File: config.mk
export PLATFORM = sky130hd
export DESIGN_NAME = ifsel_rst_seq
export DESIGN_NICKNAME = d
export VERILOG_FILES = /design/src/rtl/ifsel_pkg.sv /design/src/rtl/ifsel_win_timer.sv /design/src/rtl/ifsel_vote.sv /design/src/rtl/ifsel_pulse_gen.sv /design/src/rtl/ifsel_rst_seq.sv
export SDC_FILE = /design/constraint.sdc
export NUM_CORES = 1
export LEC_CHECK = 0
export ABC_CLOCK_PERIOD_IN_PS = 3830
export BUFFER_PORTS_ARGS = -buffer_cell sky130_fd_sc_hd__clkbuf_2
export CORE_MARGIN = 2
export CORE_UTILIZATION = 45
export DETAILED_ROUTE_END_ITERATION = 10
export GPL_TIMING_DRIVEN = 1
export PLACE_DENSITY = 0.61
export SKIP_LAST_GASP = 1
export SYNTH_ARGS = -nofsm -noshare
export SYNTH_HDL_FRONTEND = slang
export SYNTH_SLANG_ARGS = --single-unit
File: constraint.sdc
create_clock -name clk -period 3.83 [get_ports clk]
set_input_delay 0.1915 -clock clk [delete_from_list [all_inputs] [get_ports clk]]
set_output_delay 0.1915 -clock clk [all_outputs]
set_load 0.1 [all_outputs]
File: src/rtl/ifsel_pkg.sv
// Package ifsel_pkg
// Shared codes for the interface mode detector: the classification of the
// sense pin and the states of the reset sequencer.
// Assumes the analog classifier delivers one of four two-bit codes per cycle.
package ifsel_pkg;

    // Sense pin classification codes; 2'b11 is reserved and counts as driven
    localparam logic [1:0] SENSE_FLOAT_CODE = 2'b10;

    // Sequencer states
    typedef enum logic [1:0] {
        SEQ_WIN   = 2'b00,
        SEQ_PULSE = 2'b01,
        SEQ_DONE  = 2'b10
    } seq_state_e;

    // True only for the floating code
    function automatic logic sense_is_float(input logic [1:0] code);
        return code == SENSE_FLOAT_CODE;
    endfunction

endpackage

File: src/rtl/ifsel_win_timer.sv
// Module ifsel_win_timer
// Counts the detection window. It flags the cycles whose sense samples enter
// the vote and the final cycle, on which the decision is taken.
// Assumes WIN_CYC >= VOTES and WIN_CYC >= 2; restart has priority over counting.
module ifsel_win_timer #(
    parameter int WIN_CYC = 250,
    parameter int VOTES   = 5
) (
    input  logic clk,
    input  logic rst_n,
    input  logic restart,
    input  logic run,
    output logic vote_en,
    output logic win_end
);
    localparam int CW = (WIN_CYC > 1) ? $clog2(WIN_CYC) : 1;
    localparam logic [CW-1:0] LAST_IDX  = CW'(WIN_CYC - 1);
    localparam logic [CW-1:0] FIRST_VOT = CW'(WIN_CYC - VOTES);

    logic [CW-1:0] cnt;

    // Window position counter: cleared by either reset, advanced while running
    always_ff @(posedge clk) begin
        if (!rst_n || restart) begin
            cnt <= '0;
        end else if (run && cnt != LAST_IDX) begin
            cnt <= cnt + 1'b1;
        end
    end

    // Decode of the vote span and the last window cycle
    always_comb begin
        vote_en = run && (cnt >= FIRST_VOT);
        win_end = run && (cnt == LAST_IDX);
    end

    // a window ends on one single edge, never on two in a row
    assert_window_end_single_R2: assert property (@(posedge clk) disable iff (!rst_n)
        win_end |=> !win_end);

endmodule

File: src/rtl/ifsel_vote.sv
// Module ifsel_vote
// Tallies the floating samples across the vote span and presents the majority
// result, counting the sample taken in the current cycle as well.
// Assumes VOTES is odd, so that no vote can end in a tie.
module ifsel_vote #(
    parameter int VOTES = 5
) (
    input  logic clk,
    input  logic rst_n,
    input  logic clear,
    input  logic sample_en,
    input  logic is_float,
    output logic spi_vote
);
    localparam int TW = $clog2(VOTES + 1);
    localparam logic [TW:0] HALF = (TW+1)'(VOTES / 2);

    logic [TW-1:0] tally;
    logic          hit;
    logic [TW:0]   sum;

    // Combine the stored tally with the present sample
    always_comb begin
        hit      = sample_en && is_float;
        sum      = {1'b0, tally} + (TW+1)'(hit);
        spi_vote = sum > HALF;
    end

    // Floating-sample tally, emptied at restart and after each decision
    always_ff @(posedge clk) begin
        if (!rst_n || clear) begin
            tally <= '0;
        end else if (hit) begin
            tally <= tally + 1'b1;
        end
    end

    // the tally never holds more samples than the vote span
    assert_tally_bound_R4: assert property (@(posedge clk) disable iff (!rst_n)
        tally <= TW'(VOTES));

endmodule

File: src/rtl/ifsel_pulse_gen.sv
// Module ifsel_pulse_gen
// Owns the interrupt drive. It plays the high-low-high completion pulse in three
// segments of SEG cycles each, or raises the line at once when told to.
// Assumes start and set_high never arrive together; abort has priority.
module ifsel_pulse_gen #(
    parameter int SEG = 8
) (
    input  logic clk,
    input  logic rst_n,
    input  logic start,
    input  logic set_high,
    input  logic abort,
    output logic int_drv,
    output logic fin
);
    localparam int PW = $clog2(3 * SEG);
    localparam logic [PW-1:0] LOW_AT  = PW'(SEG - 1);
    localparam logic [PW-1:0] HIGH_AT = PW'(2 * SEG - 1);
    localparam logic [PW-1:0] END_AT  = PW'(3 * SEG - 1);

    logic          active;
    logic [PW-1:0] pcnt;

    // Pulse segment counter and interrupt level
    always_ff @(posedge clk) begin
        if (!rst_n) begin
            int_drv <= 1'b0;
            active  <= 1'b0;
            pcnt    <= '0;
        end else if (abort) begin
            active  <= 1'b0;
        end else if (start) begin
            active  <= 1'b1;
            pcnt    <= '0;
        end else if (set_high) begin
            int_drv <= 1'b1;
        end else if (active) begin
            pcnt <= pcnt + 1'b1;
            if (pcnt == LOW_AT) begin
                int_drv <= 1'b0;
            end
            if (pcnt == HIGH_AT) begin
                int_drv <= 1'b1;
            end
            if (pcnt == END_AT) begin
                active <= 1'b0;
            end
        end
    end

    // Completion strobe on the last pulse cycle
    always_comb begin
        fin = active && (pcnt == END_AT) && !abort;
    end

    // the line only falls while a completion pulse is running
    assert_low_only_in_pulse_R7: assert property (@(posedge clk) disable iff (!rst_n)
        $fell(int_drv) |-> $past(active));

endmodule

File: src/rtl/ifsel_rst_seq.sv
// Module ifsel_rst_seq
// Top of the interface mode detector. It runs the detection window after a hard
// or soft reset, latches the majority-voted mode and then sequences the
// completion pulse before raising done.
// Assumes rst_n is synchronous, and that soft_rst_req is synchronous and may be
// held or repeated at any time.
module ifsel_rst_seq
    import ifsel_pkg::*;
#(
    parameter int CLK_KHZ  = 50000,
    parameter int WIN_US   = 1000,
    parameter int PULSE_NS = 500,
    parameter int VOTES    = 5
) (
    input  logic       clk,
    input  logic       rst_n,
    input  logic       soft_rst_req,
    input  logic [1:0] sense_cls,
    output logic       mode_spi,
    output logic       done,
    output logic       int_drv
);
    localparam int WIN_RAW   = CLK_KHZ * WIN_US / 1000;
    localparam int WIN_CYC   = (WIN_RAW < VOTES + 1) ? VOTES + 1 : WIN_RAW;
    localparam int PULSE_CYC = CLK_KHZ * PULSE_NS / 1000000;
    localparam int SEG       = (PULSE_CYC / 3 < 1) ? 1 : PULSE_CYC / 3;

    seq_state_e st;
    logic run, vote_en, win_end, vote_spi, decide, pulse_fin;

    // Decision qualifiers; a restart on the closing edge cancels the decision
    always_comb begin
        run    = (st == SEQ_WIN);
        decide = win_end && !soft_rst_req;
        done   = (st == SEQ_DONE);
    end

    ifsel_win_timer #(.WIN_CYC(WIN_CYC), .VOTES(VOTES)) timer_i (
        .clk     (clk),
        .rst_n   (rst_n),
        .restart (soft_rst_req),
        .run     (run),
        .vote_en (vote_en),
        .win_end (win_end)
    );

    ifsel_vote #(.VOTES(VOTES)) vote_i (
        .clk       (clk),
        .rst_n     (rst_n),
        .clear     (soft_rst_req || win_end),
        .sample_en (vote_en),
        .is_float  (sense_is_float(sense_cls)),
        .spi_vote  (vote_spi)
    );

    ifsel_pulse_gen #(.SEG(SEG)) pulse_i (
        .clk      (clk),
        .rst_n    (rst_n),
        .start    (decide && int_drv),
        .set_high (decide && !int_drv),
        .abort    (soft_rst_req),
        .int_drv  (int_drv),
        .fin      (pulse_fin)
    );

    // Sequencer: window, then pulse or straight to done
    always_ff @(posedge clk) begin
        if (!rst_n || soft_rst_req) begin
            st <= SEQ_WIN;
        end else begin
            case (st)
                SEQ_WIN:   if (win_end)   st <= int_drv ? SEQ_PULSE : SEQ_DONE;
                SEQ_PULSE: if (pulse_fin) st <= SEQ_DONE;
                default:   st <= SEQ_DONE;
            endcase
        end
    end

    // Mode latch, written once per completed window
    always_ff @(posedge clk) begin
        if (!rst_n) begin
            mode_spi <= 1'b0;
        end else if (decide) begin
            mode_spi <= vote_spi;
        end
    end

    // a soft-reset request leaves done low on the next cycle
    assert_soft_clears_done_R9: assert property (@(posedge clk) disable iff (!rst_n)
        soft_rst_req |=> !done);

    // after completion the mode stays put without a reset
    assert_mode_frozen_R6: assert property (@(posedge clk) disable iff (!rst_n)
        (done && !soft_rst_req) |=> $stable(mode_spi));

    // a restart on the closing edge keeps the old mode
    assert_restart_wins_R10: assert property (@(posedge clk) disable iff (!rst_n)
        (win_end && soft_rst_req) |=> $stable(mode_spi));

    // done only rises with the interrupt line high
    assert_done_with_int_high_R8: assert property (@(posedge clk) disable iff (!rst_n)
        $rose(done) |-> int_drv);

    // the interrupt line never falls once done is up
    assert_no_fall_when_done_R11: assert property (@(posedge clk) disable iff (!rst_n)
        $fell(int_drv) |-> !done);

endmodule

==> results of run 1 <==
-- layout make-up --
type	instances	area, sq um
Tap cell	48	60.1
Sequential cell	29	581
Timing Repair Buffer	8	42.5
Clock buffer	7	96.3
Clock inverter	1	5.00
Multi-Input combinational cell	157	1000
Fill cell	369	1790
Inverter	6	22.5
-- how the worst max path moves through the flow --
stage                                  endpoint  slack [ns]
after floorplan           mode_spi$_SDFFE_PN0P_        1.63
final                     mode_spi$_SDFFE_PN0P_        1.41
after global routing      mode_spi$_SDFFE_PN0P_        1.16
after CTS                 mode_spi$_SDFFE_PN0P_        1.41
after detailed placement  mode_spi$_SDFFE_PN0P_        1.43
after global placement    mode_spi$_SDFFE_PN0P_        1.48
-- layout by cell type (no fill, tap or decap), drive strengths merged, types with 3 or more instances in the layout --
master	netlist	final
nor4	4	4
a21oi	15	15
o21ai	12	12
mux2i	8	8
or4	6	6
ha	6	6
nand2	25	25
nor2	9	9
inv	6	6
o22ai	4	4
nand3	8	8
nand2b	6	6
nand4	8	8
o31ai	5	5
a31oi	3	3
clkbuf	8	14
or3	5	5
nor2b	6	6
and3	3	3
dfxtp	29	29
-- state kept, by name, indices dropped and copies added (netlist names) --
signal,flops
vote_i.tally,3
pulse_i.int_drv,1
timer_i.cnt,16
pulse_i.active,1
mode_spi,1
st,2
pulse_i.pcnt,5
-- power groups by stage --
stage	sequential, W	clock [W]	combinational (W)
6_report	0.000304	0.000282	0.0000161
5_1_grt	0.000304	0.000306	0.0000182
4_1_cts	0.000304	0.000290	0.0000164
3_5_place_dp	0.000311	0	0.0000163
3_3_place_gp	0.000310	0	0.0000159
2_1_floorplan	0.000310	0	0.0000113
-- metal layers --
layer,part of all wire,wire (um),up-vias
met5,0,0,-
met4,0.015,56,0
met3,0.055,205,6
met2,0.49,1820,38
met1,0.44,1640,718
li1,-,-,762
-- metrics by stage --
step / hold slack [ns] / cells / power (W) / cell area [sq um] / worst slack (ns)
6_report: 0.288 / 256 / 0.000602 / 1810 / 1.41
3_5_place_dp: 0.457 / 248 / 0.000327 / 1710 / 1.43
3_3_place_gp: 0.456 / 248 / 0.000326 / 1710 / 1.48
5_1_grt: 0.291 / 256 / 0.000628 / 1810 / 1.16
4_1_cts: 0.274 / 256 / 0.000610 / 1810 / 1.41
2_1_floorplan: 0.356 / 203 / 0.000321 / 1650 / 1.63
-- kinds of logic after synthesis --
group	Yosys count	share of synthesized area
simple gates	92	0.320
compound gates	49	0.183
flops	29	0.352
buf+inv	17	0.0401
mux	8	0.0485
fa+ha+maj	6	0.0455
xor+xnor	2	0.0106
-- worst max-delay path: cells and delay by family (launching register included) --
family | cells | cell delay (ns)
and+or+nand+nor | 3 | 1.84
DFF | 1 | 0.35
muxes | 1 | 0.12
==> flow_summary.toml, run 1 <==
[status]
run_status = "complete, no violations"

[synthesis]
synth_edf_count = 0
synth_warnings = 0
ys_types = 45
syn_avg_cell_area_sq_um = 8.14
ys_seq_area_frac = 0.352
synth_top_cell_by_area = "dfxtp_1"
syn_inst = 203
synth_nets = 214
yosysMostFrequentCell = "dfxtp_1"
synth-main-ff-cell = "dfxtp_1"
synth_top_area_frac = 0.352
ys_top_cells_by_count = "dfxtp_1, nand2_1, a21oi_1"
async_flop_share = 0
netlist_area_sq_mm = 0.00165
synthTopCellsByArea = "dfxtp_1, nand2_1, mux2i_1"
ys_ff_latch = 29

[setup_path]
reg2regPathDepth = 4
crit_fanout = 17
rr_endpoint = "mode_spi$_SDFFE_PN0P_"
reg2reg_from = "timer_i.cnt[10]$_SDFFE_PP0P_"
start_kind = "register"
startpoint = "timer_i.cnt[10]$_SDFFE_PP0P_"
critPathArrivalTime_ns = 2.59
max_stage_delay_ns = 0.83
crit_chain = "or4_4 -> or4_1 -> or3_4 -> mux2i_1"
cp-end-kind = "register"
critPathKind = "register to register"
rrSetupSlack_ns = 1.41
cpMaxStageDelayCell = "or4_1"
required_ns = 4.00

[sta]
hold_viol_final = 0
tns_ns = 0
fmax_ghz = 0.413
rsz0062_at_grt = "false"
finalSetupViolCount = 0
min_period_over_period = 0.632
maxSlewHeadroom = 0.173
clock_skew_ns = 0.00428
worst_pin_slew_ns = 1.22
fin_crit_ns = 2.42
report.final.slew_viol_count = 0

[power]
switching_share = 0.219
cellPowerDensity_mw_per_mm2 = 332
ir_drop_mv = 0.173
internal_power_w = 0.000470
clkPwrFrac = 0.469
seq_power_share = 0.504
power.switching_w = 0.000132
p_comb_frac = 0.027
leakage_nw = 0.672

[min_path]
hold_class = "input port to register"
min_to = "mode_spi$_SDFFE_PN0P_"
min-delay-start = "rst_n"
holdPathStages = 3

[grt]
track_usage = 0.206
grt_pass1_vias = 1483
grt_pass1_wl_um = 6650
use_met1 = 0.254
use_met3 = 0.0590
antenna_found_initial = 0
top_usage_layer = "met2"
overflow = 0
met2_usage = 0.331
grt_start_max_net_pins = 19

[routing]
wl_per_cell_um = 14.5
wl_um = 3720
drtAntennaViolNets = 0
drt_first_pass_iters = 4
vias = 1524
post-route-drc-count = 0
drtIter0Drc = 159
viasPerCell = 5.95

[floorplan]
start_util = 0.458
rows = 22
io-pin-count = 8
core-area_sq_mm = 0.00361
die_w_um = 64.6
die_h_um = 64.6
die_area_sq_mm = 0.00417

[place]
place_congestion = 0.830
hpwl_um = 2640
io_buffers = 7

[clock_network]
tritoncts = "built"
cts_setup_buffers = 0
clk_path_buf_depth = 2
insertion_delay_ns = 0.28
cts_buffers = 5
hold_buffers = 0
cts.sinks = 29
cts_root_buffer = "clkbuf_8"
clkTransAtPathRegs_ns = 0.07
cts_resized = 0
cts_max_level = 2

[layout]
drive_gt1_frac = 0.106
syn2layout_area_growth_pct = 9.70
antenna_cells = 0
nets = 218
utilization = 0.502

[flow_run]
cap_violations = 0
No activity file was read; power rests on OpenSTA's default activity.
==> run 2: changes to the inputs <==
- ABC_CLOCK_PERIOD_IN_PS: 3830 -> 2200
- PLACE_DENSITY: 0.61 -> 0.63
- clock period: 3.83 -> 2.2 ns (I/O delays scaled with it)
==> run 2 against run 1 <==
Against the previous run:
- first-iteration DRC count fell by 16%
- die area did not move
- largest cell class unchanged
- non-clock buffer count is 14 higher
- sequential share of layout area decreased by 1.9 points
- sequential power is 74% higher
- register-to-register slack got worse by 1.3 ns
- worst setup slack got worse by 1.3 ns
- final cell count increased by 5.5%
- clock skew barely moved
- combinational power increased by 88%
- critical path type unchanged
==> flow_summary.toml, run 2 (synthesis gave the netlist of run 1 again) <==
[status]
run_status = "complete, no violations"

[layout]
fillers = 338
largest_reg_flops = 16
largest-register = "timer_i.cnt"
syn2layout_area_growth_pct = 17.3
register_area_sq_um = 583
nets = 232
stdcell_count = 270
finalInstanceArea_sq_mm = 0.00194
reg.largest.list = "timer_i.cnt (16), pulse_i.pcnt (5), vote_i.tally (3)"
drive_gt1_frac = 0.185
most-common-layout-cells = "dfxtp_1, nand2_1, a21oi_1, buf_4, o21ai_0"
utilization = 0.537
final_common_cell = "dfxtp_1"
antenna_cells = 0
multi_input_area_sq_mm = 0.00102

[place]
placed_cell_area_sq_mm = 0.00180
hpwl_um = 2760
dp_cells = 260
io_buffers = 7
place_ws_ns = 0.0217
place_congestion = 0.865

[routing]
post-route-drc-count = 0
wl_per_cell_um = 14.0
vias = 1571
viasPerCell = 5.82
wl_um = 3780
drtIter0Drc = 133
drtAntennaViolNets = 0
drt_first_pass_iters = 4

[sta]
hold_viol_final = 0
report.final.slew_viol_count = 0
maxSlewHeadroom = 0.640
clock_skew_ns = 0.00462
finalSetupViolCount = 0
fin_crit_ns = 2.14
setup_slack_ns = 0.0603
rsz0062_at_grt = "true"
min_period_over_period = 0.973
fmax_ghz = 0.467
worst_pin_slew_ns = 0.543

[min_path]
hold_class = "input port to register"

[setup_path]
required_ns = 2.41
cp-end-kind = "register"
crit_fanout = 4
critPathKind = "register to register"
start_kind = "register"
critPathArrivalTime_ns = 2.35

[power]
clkPwrFrac = 0.464
internal_power_w = 0.000820
p_comb_frac = 0.029
cellPowerDensity_mw_per_mm2 = 539
finalPower_w = 0.00104
power.switching_w = 0.000225
switching_share = 0.215
leakage_nw = 0.736
seq_power_share = 0.507
ir_drop_mv = 0.421

[grt]
grt_pass1_vias = 1451
grt_start_max_net_pins = 18
overflow = 0
antenna_found_initial = 0
grt_pass1_wl_um = 6460
track_usage = 0.198

[floorplan]
io-pin-count = 8
die_w_um = 64.6
core-area_sq_mm = 0.00361
die_h_um = 64.6
rows = 22
start_util = 0.458
die_area_sq_mm = 0.00417

[clock_network]
cts_root_buffer = "clkbuf_8"
tritoncts = "built"
cts_max_level = 2
insertion_delay_ns = 0.28
clkTransAtPathRegs_ns = 0.06
clk_path_buf_depth = 2
hold_buffers = 0
cts.sinks = 29
cts_buffers = 5

[flow_run]
cap_violations = 0
[run 2: cell types whose count changed in the layout (fill, tap and decap cells not counted), sizes merged]
cell / previous run / this run
buf: 1 / 15
[run 2: layout make-up]
cell class              count  area share
inverters                   6      0.0116
multi-input cells         157       0.528
flip-flops and latches     29       0.301
repair buffers             22      0.0762
well taps                  48      0.0310
clock inverters             1     0.00258
clock buffers               7      0.0497
[run 2: worst paths after layout]
path / startpoint / end / slack (ns) / depth (start not counted)
worst max-delay path: timer_i.cnt[10]$_SDFFE_PP0P_ / mode_spi$_SDFFE_PN0P_ / 0.06 / 9
worst min-delay path: rst_n / pulse_i.pcnt[0]$_SDFFE_PN0P_ / 0.22 / 3
worst max register to register: timer_i.cnt[10]$_SDFFE_PP0P_ / mode_spi$_SDFFE_PN0P_ / 0.06 / 9
worst min register to register: mode_spi$_SDFFE_PN0P_ / mode_spi$_SDFFE_PN0P_ / 0.49 / 2
[run 2: layer usage]
metal / routed length [um] / GRT usage / part of all wire / vias up
li1: - / - / - / 791
met1: 1710 / 0.245 / 0.45 / 741
met3: 186 / 0.0469 / 0.049 / 6
met5: 0 / 0 / 0 / -
met2: 1840 / 0.336 / 0.49 / 33
met4: 53 / 0.0718 / 0.014 / 0
[run 2: critical path, stage by stage (launching register included)]
cell,delay (ns)
dfxtp_2,0.32
or4_4,0.54
and4bb_2,0.33
nor2_2,0.04
ha_2,0.21
ha_4,0.16
a21boi_1,0.12
a21oi_1,0.14
o21ai_1,0.08
mux2i_1,0.14
[run 2: repair_timing]
item / in CTS / in global routing
setup endpoints to repair: 0 / 1
setup buffers: 0 / 2
gates resized for setup: 0 / 8
[run 2: power groups by stage]
stage / combinational, W / clock, W / sequential [W]
2_1_floorplan: 0.0000197 / 0 / 0.000540
3_3_place_gp: 0.0000289 / 0 / 0.000540
3_5_place_dp: 0.0000303 / 0 / 0.000540
4_1_cts: 0.0000303 / 0.000495 / 0.000529
5_1_grt: 0.0000331 / 0.000528 / 0.000529
6_report: 0.0000303 / 0.000485 / 0.000529
[run 2: per-stage QoR]
step | TNS [ns] | hold WS [ns]
floorplan | 0 | 0.275
global placement | 0 | 0.451
detailed placement | 0 | 0.463
CTS | 0 | 0.209
global route | -0.0437 | 0.233
finish | 0 | 0.217
